`config.mk`:
```
export PLATFORM = sky130hd
export DESIGN_NAME = frame_rx
export DESIGN_NICKNAME = d
export VERILOG_FILES = /design/src/rtl/rxf_pkg.sv /design/src/rtl/rxf_src_mux.sv /design/src/rtl/rxf_shift.sv /design/src/rtl/rxf_ctrl.sv /design/src/rtl/frame_rx.sv
export SDC_FILE = /design/constraint.sdc
export NUM_CORES = 1
export LEC_CHECK = 0
export BUFFER_PORTS_ARGS = -buffer_cell sky130_fd_sc_hd__buf_2
export CORE_ASPECT_RATIO = 1.75
export CORE_MARGIN = 5
export CORE_UTILIZATION = 46
export CTS_CLUSTER_SIZE = 25
export DETAILED_ROUTE_END_ITERATION = 10
export PLACE_DENSITY = 0.75
export SLEW_MARGIN = 25
export SYNTH_ARGS = -nofsm -noshare
export SYNTH_HDL_FRONTEND = slang
export SYNTH_SLANG_ARGS = --single-unit
```
`constraint.sdc`:
```
create_clock -name clk -period 1.5 [get_ports clk]
set_input_delay 0.075 -clock clk [delete_from_list [all_inputs] [get_ports clk]]
set_output_delay 0.075 -clock clk [all_outputs]
set_load 0.005 [all_outputs]
```
`src/rtl/rxf_pkg.sv`:
```
package rxf_pkg;
  typedef enum logic [2:0] {
    ST_IDLE, ST_DATA, ST_PAR, ST_STOP, ST_CONT
  } rx_state_e;

  localparam logic START_LVL = 1'b1;
  localparam logic STOP_LVL  = 1'b0;

  // even parity: the XOR of all data bits and the parity bit is zero
  function automatic logic parity_ok(input logic data_xor, input logic par_bit);
    return (data_xor ^ par_bit) == 1'b0;
  endfunction

  function automatic logic word_ok(input logic par_good, input logic stop_bit);
    return par_good && (stop_bit == STOP_LVL);
  endfunction
endpackage

```
`src/rtl/rxf_src_mux.sv`:
```
module rxf_src_mux (
  input  logic lb_en,
  input  logic line_bit,
  input  logic line_vld,
  input  logic lb_bit,
  input  logic lb_vld,
  output logic sel_bit,
  output logic sel_vld
);
  always_comb begin
    if (lb_en) begin
      sel_bit = lb_bit;
      sel_vld = lb_vld;
    end else begin
      sel_bit = line_bit;
      sel_vld = line_vld;
    end
  end
endmodule

```
`src/rtl/rxf_shift.sv`:
```
module rxf_shift #(
  parameter int DATA_W = 16,
  localparam int CNT_W = $clog2(DATA_W)
) (
  input  logic              clk,
  input  logic              rst_n,
  input  logic              cnt_clr,
  input  logic              shift_en,
  input  logic              par_en,
  input  logic              bit_in,
  output logic [DATA_W-1:0] data_q,
  output logic              last_bit,
  output logic              par_good
);
  logic [CNT_W-1:0] cnt_q;
  logic             par_q;

  always_ff @(posedge clk) begin
    if (!rst_n) begin
      data_q <= '0;
      cnt_q  <= '0;
      par_q  <= 1'b0;
    end else begin
      if (cnt_clr)
        cnt_q <= '0;
      else if (shift_en)
        cnt_q <= cnt_q + 1'b1;
      if (shift_en)
        data_q <= {data_q[DATA_W-2:0], bit_in};
      if (par_en)
        par_q <= bit_in;
    end
  end

  assign last_bit = (cnt_q == CNT_W'(DATA_W - 1));
  assign par_good = rxf_pkg::parity_ok(^data_q, par_q);
endmodule

```
`src/rtl/rxf_ctrl.sv`:
```
module rxf_ctrl (
  input  logic clk,
  input  logic rst_n,
  input  logic in_bit,
  input  logic in_vld,
  input  logic last_bit,
  input  logic par_good,
  input  logic fifo_full,
  input  logic err_clr,
  output logic cnt_clr,
  output logic shift_en,
  output logic par_en,
  output logic word_stb,
  output logic fifo_wr,
  output logic frame_done,
  output logic busy,
  output logic err_flag
);
  import rxf_pkg::*;

  rx_state_e st_q, st_d;
  logic frame_bad_q;
  logic stop_take, good_word, word_err, frame_end;

  // named events for assertions
  assign stop_take = (st_q == ST_STOP) && in_vld;
  assign good_word = word_ok(par_good, in_bit);
  assign word_err  = stop_take && !good_word;
  assign frame_end = (st_q == ST_CONT) && in_vld && (in_bit == STOP_LVL);

  assign shift_en = (st_q == ST_DATA) && in_vld;
  assign par_en   = (st_q == ST_PAR) && in_vld;
  assign cnt_clr  = in_vld && (in_bit == START_LVL) &&
                    ((st_q == ST_IDLE) || (st_q == ST_CONT));
  assign busy     = (st_q != ST_IDLE);

  always_comb begin
    st_d = st_q;
    if (in_vld) begin
      unique case (st_q)
        ST_IDLE: if (in_bit == START_LVL) st_d = ST_DATA;
        ST_DATA: if (last_bit) st_d = ST_PAR;
        ST_PAR:  st_d = ST_STOP;
        ST_STOP: st_d = ST_CONT;
        ST_CONT: st_d = (in_bit == START_LVL) ? ST_DATA : ST_IDLE;
        default: st_d = ST_IDLE;
      endcase
    end
  end

  always_ff @(posedge clk) begin
    if (!rst_n) begin
      st_q        <= ST_IDLE;
      frame_bad_q <= 1'b0;
      word_stb    <= 1'b0;
      fifo_wr     <= 1'b0;
      frame_done  <= 1'b0;
      err_flag    <= 1'b0;
    end else begin
      st_q       <= st_d;
      word_stb   <= stop_take && good_word && !frame_bad_q;
      fifo_wr    <= stop_take && good_word && !frame_bad_q && !fifo_full;
      frame_done <= frame_end;
      if ((st_q == ST_IDLE) && cnt_clr)
        frame_bad_q <= 1'b0;
      else if (word_err)
        frame_bad_q <= 1'b1;
      if (word_err)
        err_flag <= 1'b1;
      else if (err_clr)
        err_flag <= 1'b0;
    end
  end

  assert_done_ends_busy_R7: assert property (@(posedge clk) disable iff (!rst_n)
    frame_done |-> !busy);
  assert_done_single_R6: assert property (@(posedge clk) disable iff (!rst_n)
    frame_done |=> !frame_done);
  assert_busy_from_start_R7: assert property (@(posedge clk) disable iff (!rst_n)
    $rose(busy) |-> $past(in_vld && in_bit));
  assert_no_wr_when_full_R9: assert property (@(posedge clk) disable iff (!rst_n)
    fifo_wr |-> !$past(fifo_full));
  assert_clean_frame_stb_R5: assert property (@(posedge clk) disable iff (!rst_n)
    word_stb |-> !$past(frame_bad_q));
  assert_err_source_R11: assert property (@(posedge clk) disable iff (!rst_n)
    $rose(err_flag) |-> $past(st_q == ST_STOP && in_vld));
  assert_wr_implies_stb_R2: assert property (@(posedge clk) disable iff (!rst_n)
    fifo_wr |-> word_stb);
endmodule

```
`src/rtl/frame_rx.sv`:
```
module frame_rx #(
  parameter int DATA_W = 16
) (
  input  logic              clk,
  input  logic              rst_n,
  input  logic              in_bit,
  input  logic              in_vld,
  input  logic              lb_en,
  input  logic              lb_bit,
  input  logic              lb_vld,
  input  logic              fifo_full,
  input  logic              err_clr,
  output logic [DATA_W-1:0] word_data,
  output logic              word_stb,
  output logic              fifo_wr,
  output logic              busy,
  output logic              frame_done,
  output logic              err_flag
);
  logic sel_bit, sel_vld;
  logic cnt_clr, shift_en, par_en, last_bit, par_good;

  rxf_src_mux u_mux (
    .lb_en(lb_en), .line_bit(in_bit), .line_vld(in_vld),
    .lb_bit(lb_bit), .lb_vld(lb_vld),
    .sel_bit(sel_bit), .sel_vld(sel_vld)
  );

  rxf_shift #(.DATA_W(DATA_W)) u_shift (
    .clk(clk), .rst_n(rst_n), .cnt_clr(cnt_clr), .shift_en(shift_en),
    .par_en(par_en), .bit_in(sel_bit), .data_q(word_data),
    .last_bit(last_bit), .par_good(par_good)
  );

  rxf_ctrl u_ctrl (
    .clk(clk), .rst_n(rst_n), .in_bit(sel_bit), .in_vld(sel_vld),
    .last_bit(last_bit), .par_good(par_good), .fifo_full(fifo_full),
    .err_clr(err_clr), .cnt_clr(cnt_clr), .shift_en(shift_en),
    .par_en(par_en), .word_stb(word_stb), .fifo_wr(fifo_wr),
    .frame_done(frame_done), .busy(busy), .err_flag(err_flag)
  );

  assert_data_held_R8: assert property (@(posedge clk) disable iff (!rst_n)
    word_stb |=> $stable(word_data));
endmodule

```
==> impl_metrics.toml <==
[setup_path]
cp_data_arrival_time_ps = 1760
critPathSlowestCell = "xnor3_2"
startpoint_type = "register"
path_cells = "xnor2_2, xnor3_2, xnor2_4, buf_4, a211oi_1"
critPathTopFamily = "XOR/XNOR gates"
critPathRequiredTime_ps = 1700
crit_fanout = 4
max_stage_delay_ps = 480
critPathKind = "register to register"
critPathBufInv = 1
crit_path_end_kind = "register"

[sta]
fin_crit_sh_pct = 104
setup_viol = 4
hold_viol_final = 0
tns_ps = -109
timing.fmax_mhz = 644
setup_ws_ps = -53.1
tightest_slew_ps = 463
max_slew_margin_pct = 68.9
rsz0062_at_grt = "yes"
post-route-min-period_ps = 1550
fin_skew_ps = 4.99
finalMaxSlewViolations = 0

[finish]
final_util_pct = 63.1
fin_cells = 213
final_layout_size_suffix_gt1_share_pct = 36.8
final_nets = 195
nFillCells = 252
layout_common_cells = "buf_2 (29), dfxtp_1 (25), mux2i_1 (19)"
diodes = 0
final_common_cell = "buf_2"
areaGrowthSynthToFinish_pct = 32.1

[grt]
antenna_found_initial = 0
grt_first_pass_wirelength_mm = 5.22
grt_usage_pct = 16.1
overflow = 0
grt_max_degree = 24
grt_pass1_vias = 1208

[route]
wl_mm = 3.08
drcViolationCount = 0
postRouteAntennaNets = 0
routed_via_density = 5.30
vias = 1128
post_drt_wl_per_cell_um = 14.5
drt-initial-drc-count = 15
first_pass_iters = 4

[clocking]
cts_htree_levels = 2
cts_root_buf = "clkbuf_8"
cts_hold_buffers = 0
cts_buffer_depth = 2
path_clk_slew_ps = 60
tritoncts.num_buffers = 5
cts_tree = "built"
clock_latency_ps = 280
cts.sinks = 29

[outcome]
status = "finished with violations"
violations = "negative setup slack"

[logic_synthesis]
syn-mean-instance-area_sq_um = 10.1
synth_fp_nets = 149
synth.yosys.seq_area_share_pct = 41.5
yosysWarnings = 0
syn-cell-area_sq_um = 1400
netlist_instances = 139
synth.ff_latch_count = 29
ys_types = 33

[placement]
io_buffers = 29
dp.cells = 204
gp_routability_congestion = 0.785
pre_cts_slack_ps = -106
hpwl_mm = 2.21

[floorplanning]
die_area_sq_um = 4290
initial_core_util_pct = 47.8
fp.dieH_um = 83.0
ioPinCount = 30
fp.dieW_um = 51.7
core-area_sq_um = 2930
rows = 26

[power]
combPwrFrac_pct = 10.3
p_per_area_nw_per_um2 = 859
power.leakage_nw = 0.774
power.total_mw = 1.59
clkPwrFrac_pct = 40.4
sequentialPowerShare_pct = 49.2
p_int_mw = 1.22
ir_drop_mv = 0.845
p_sw_mw = 0.365
swShare_pct = 23.0

[job]
cap_violations = 0

[worst_hold_path]
hold_path_class = "input pin to register"
synth_stat cells (all sizes together):
library cell | instances | area (sq um)
o31ai | 1 | 7.51
xnor2 | 13 | 121
nand2 | 7 | 26.3
dfxtp | 29 | 581
o21ai | 4 | 20.0
xnor3 | 1 | 22.5
nand2b | 2 | 12.5
nor4 | 1 | 12.5
a211oi | 2 | 15.0
or4 | 1 | 7.51
o211a | 1 | 10.0
ha | 1 | 12.5
and3 | 1 | 6.26
o211ai | 1 | 7.51
clkbuf | 5 | 18.8
nor4b | 1 | 23.8
nand3b | 1 | 7.51
a21boi | 2 | 15.0
nor3 | 4 | 20.0
a311oi | 1 | 8.76
o41ai | 1 | 8.76
nor2 | 10 | 37.5
mux2i | 19 | 190
mux2 | 1 | 11.3
nand4 | 2 | 12.5
xor2 | 5 | 43.8
and2 | 1 | 6.26
nor2b | 17 | 106
or3 | 1 | 6.26
buf | 2 | 15.0
nand3 | 1 | 5.00
layer usage:
layer / global-route usage [%] / wire, um / up-vias
met5: 0 / 0 / -
met4: 12.4 / 90 / 0
met3: 4.30 / 141 / 7
met2: 26.2 / 1610 / 28
met1: 16.7 / 1230 / 529
li1: - / - / 564
kinds of logic (layout without fill, tap and decap cells):
logic type               after synthesis  in the layout  share of synthesized area (%)
AND/OR/NAND/NOR                       50             50                           20.8
flip-flops                            29             29                           41.5
multiplexers                          20             20                           14.4
XOR/XNOR                              19             19                           13.4
AO/OA/AOI/OAI                         13             13                           6.62
buffers and inverters                  7             53                           2.41
adder cells (fa/ha/maj)                1              1                          0.894
repair_timing:
action                     4_1_cts  5_1_grt
gates cloned                     0        0
setup endpoints to repair        4        4
pin swaps                        2        2
gates resized for setup          3       11
buffers inserted                 1        1
power by group through the flow:
| stage | Combinational (mW) | Sequential (mW) | Clock, mW |
|---|---|---|---|
| 3_5_place_dp | 0.151 | 0.798 | 0 |
| 4_1_cts | 0.156 | 0.782 | 0.666 |
| 5_1_grt | 0.179 | 0.782 | 0.697 |
| 3_3_place_gp | 0.145 | 0.797 | 0 |
| 2_1_floorplan | 0.0969 | 0.798 | 0 |
| 6_report | 0.164 | 0.781 | 0.642 |
flip-flops by register name, indices dropped and copies added (netlist names):
register / flops
u_shift.data_q: 16
u_ctrl.frame_done: 1
u_ctrl.st_q: 3
u_ctrl.frame_bad_q: 1
u_ctrl.err_flag: 1
u_shift.cnt_q: 4
u_ctrl.fifo_wr: 1
u_ctrl.word_stb: 1
u_shift.par_q: 1
path summary, 6_finish.rpt:
| kind | startpoint | to | slack, ps | depth (start not counted) |
|---|---|---|---|---|
| setup / recovery | u_shift.data_q[14]$_SDFFE_PN0P_ | u_ctrl.err_flag$_SDFFE_PN0P_ | -50 | 5 |
| setup reg to reg | u_shift.data_q[14]$_SDFFE_PN0P_ | u_ctrl.err_flag$_SDFFE_PN0P_ | -50 | 5 |
| hold reg to reg | u_ctrl.frame_bad_q$_SDFFE_PP0P_ | u_ctrl.word_stb$_SDFF_PN0_ | 490 | 1 |
| hold / removal | fifo_full | u_ctrl.fifo_wr$_SDFF_PN0_ | 30 | 3 |
tightest hold or removal path: stages:
cell,delay [ps]
buf_2,70
or4_1,90
nor2_1,40
per-stage QoR:
stage,instance area (sq um),hold slack [ps]
finish,1850,33.2
floorplan,1400,225
global route,1850,57.0
CTS,1780,23.4
global placement,1670,327
detailed placement,1670,332
layout make-up:
cell class / count / area [sq um] / area share (%)
repair buffers: 46 / 285 / 15.4
clock buffers: 7 / 86.3 / 4.67
flip-flops and latches: 29 / 588 / 31.8
multi-input cells: 103 / 853 / 46.2
well taps: 28 / 35.0 / 1.90
(Power assumes the default switching activity.)
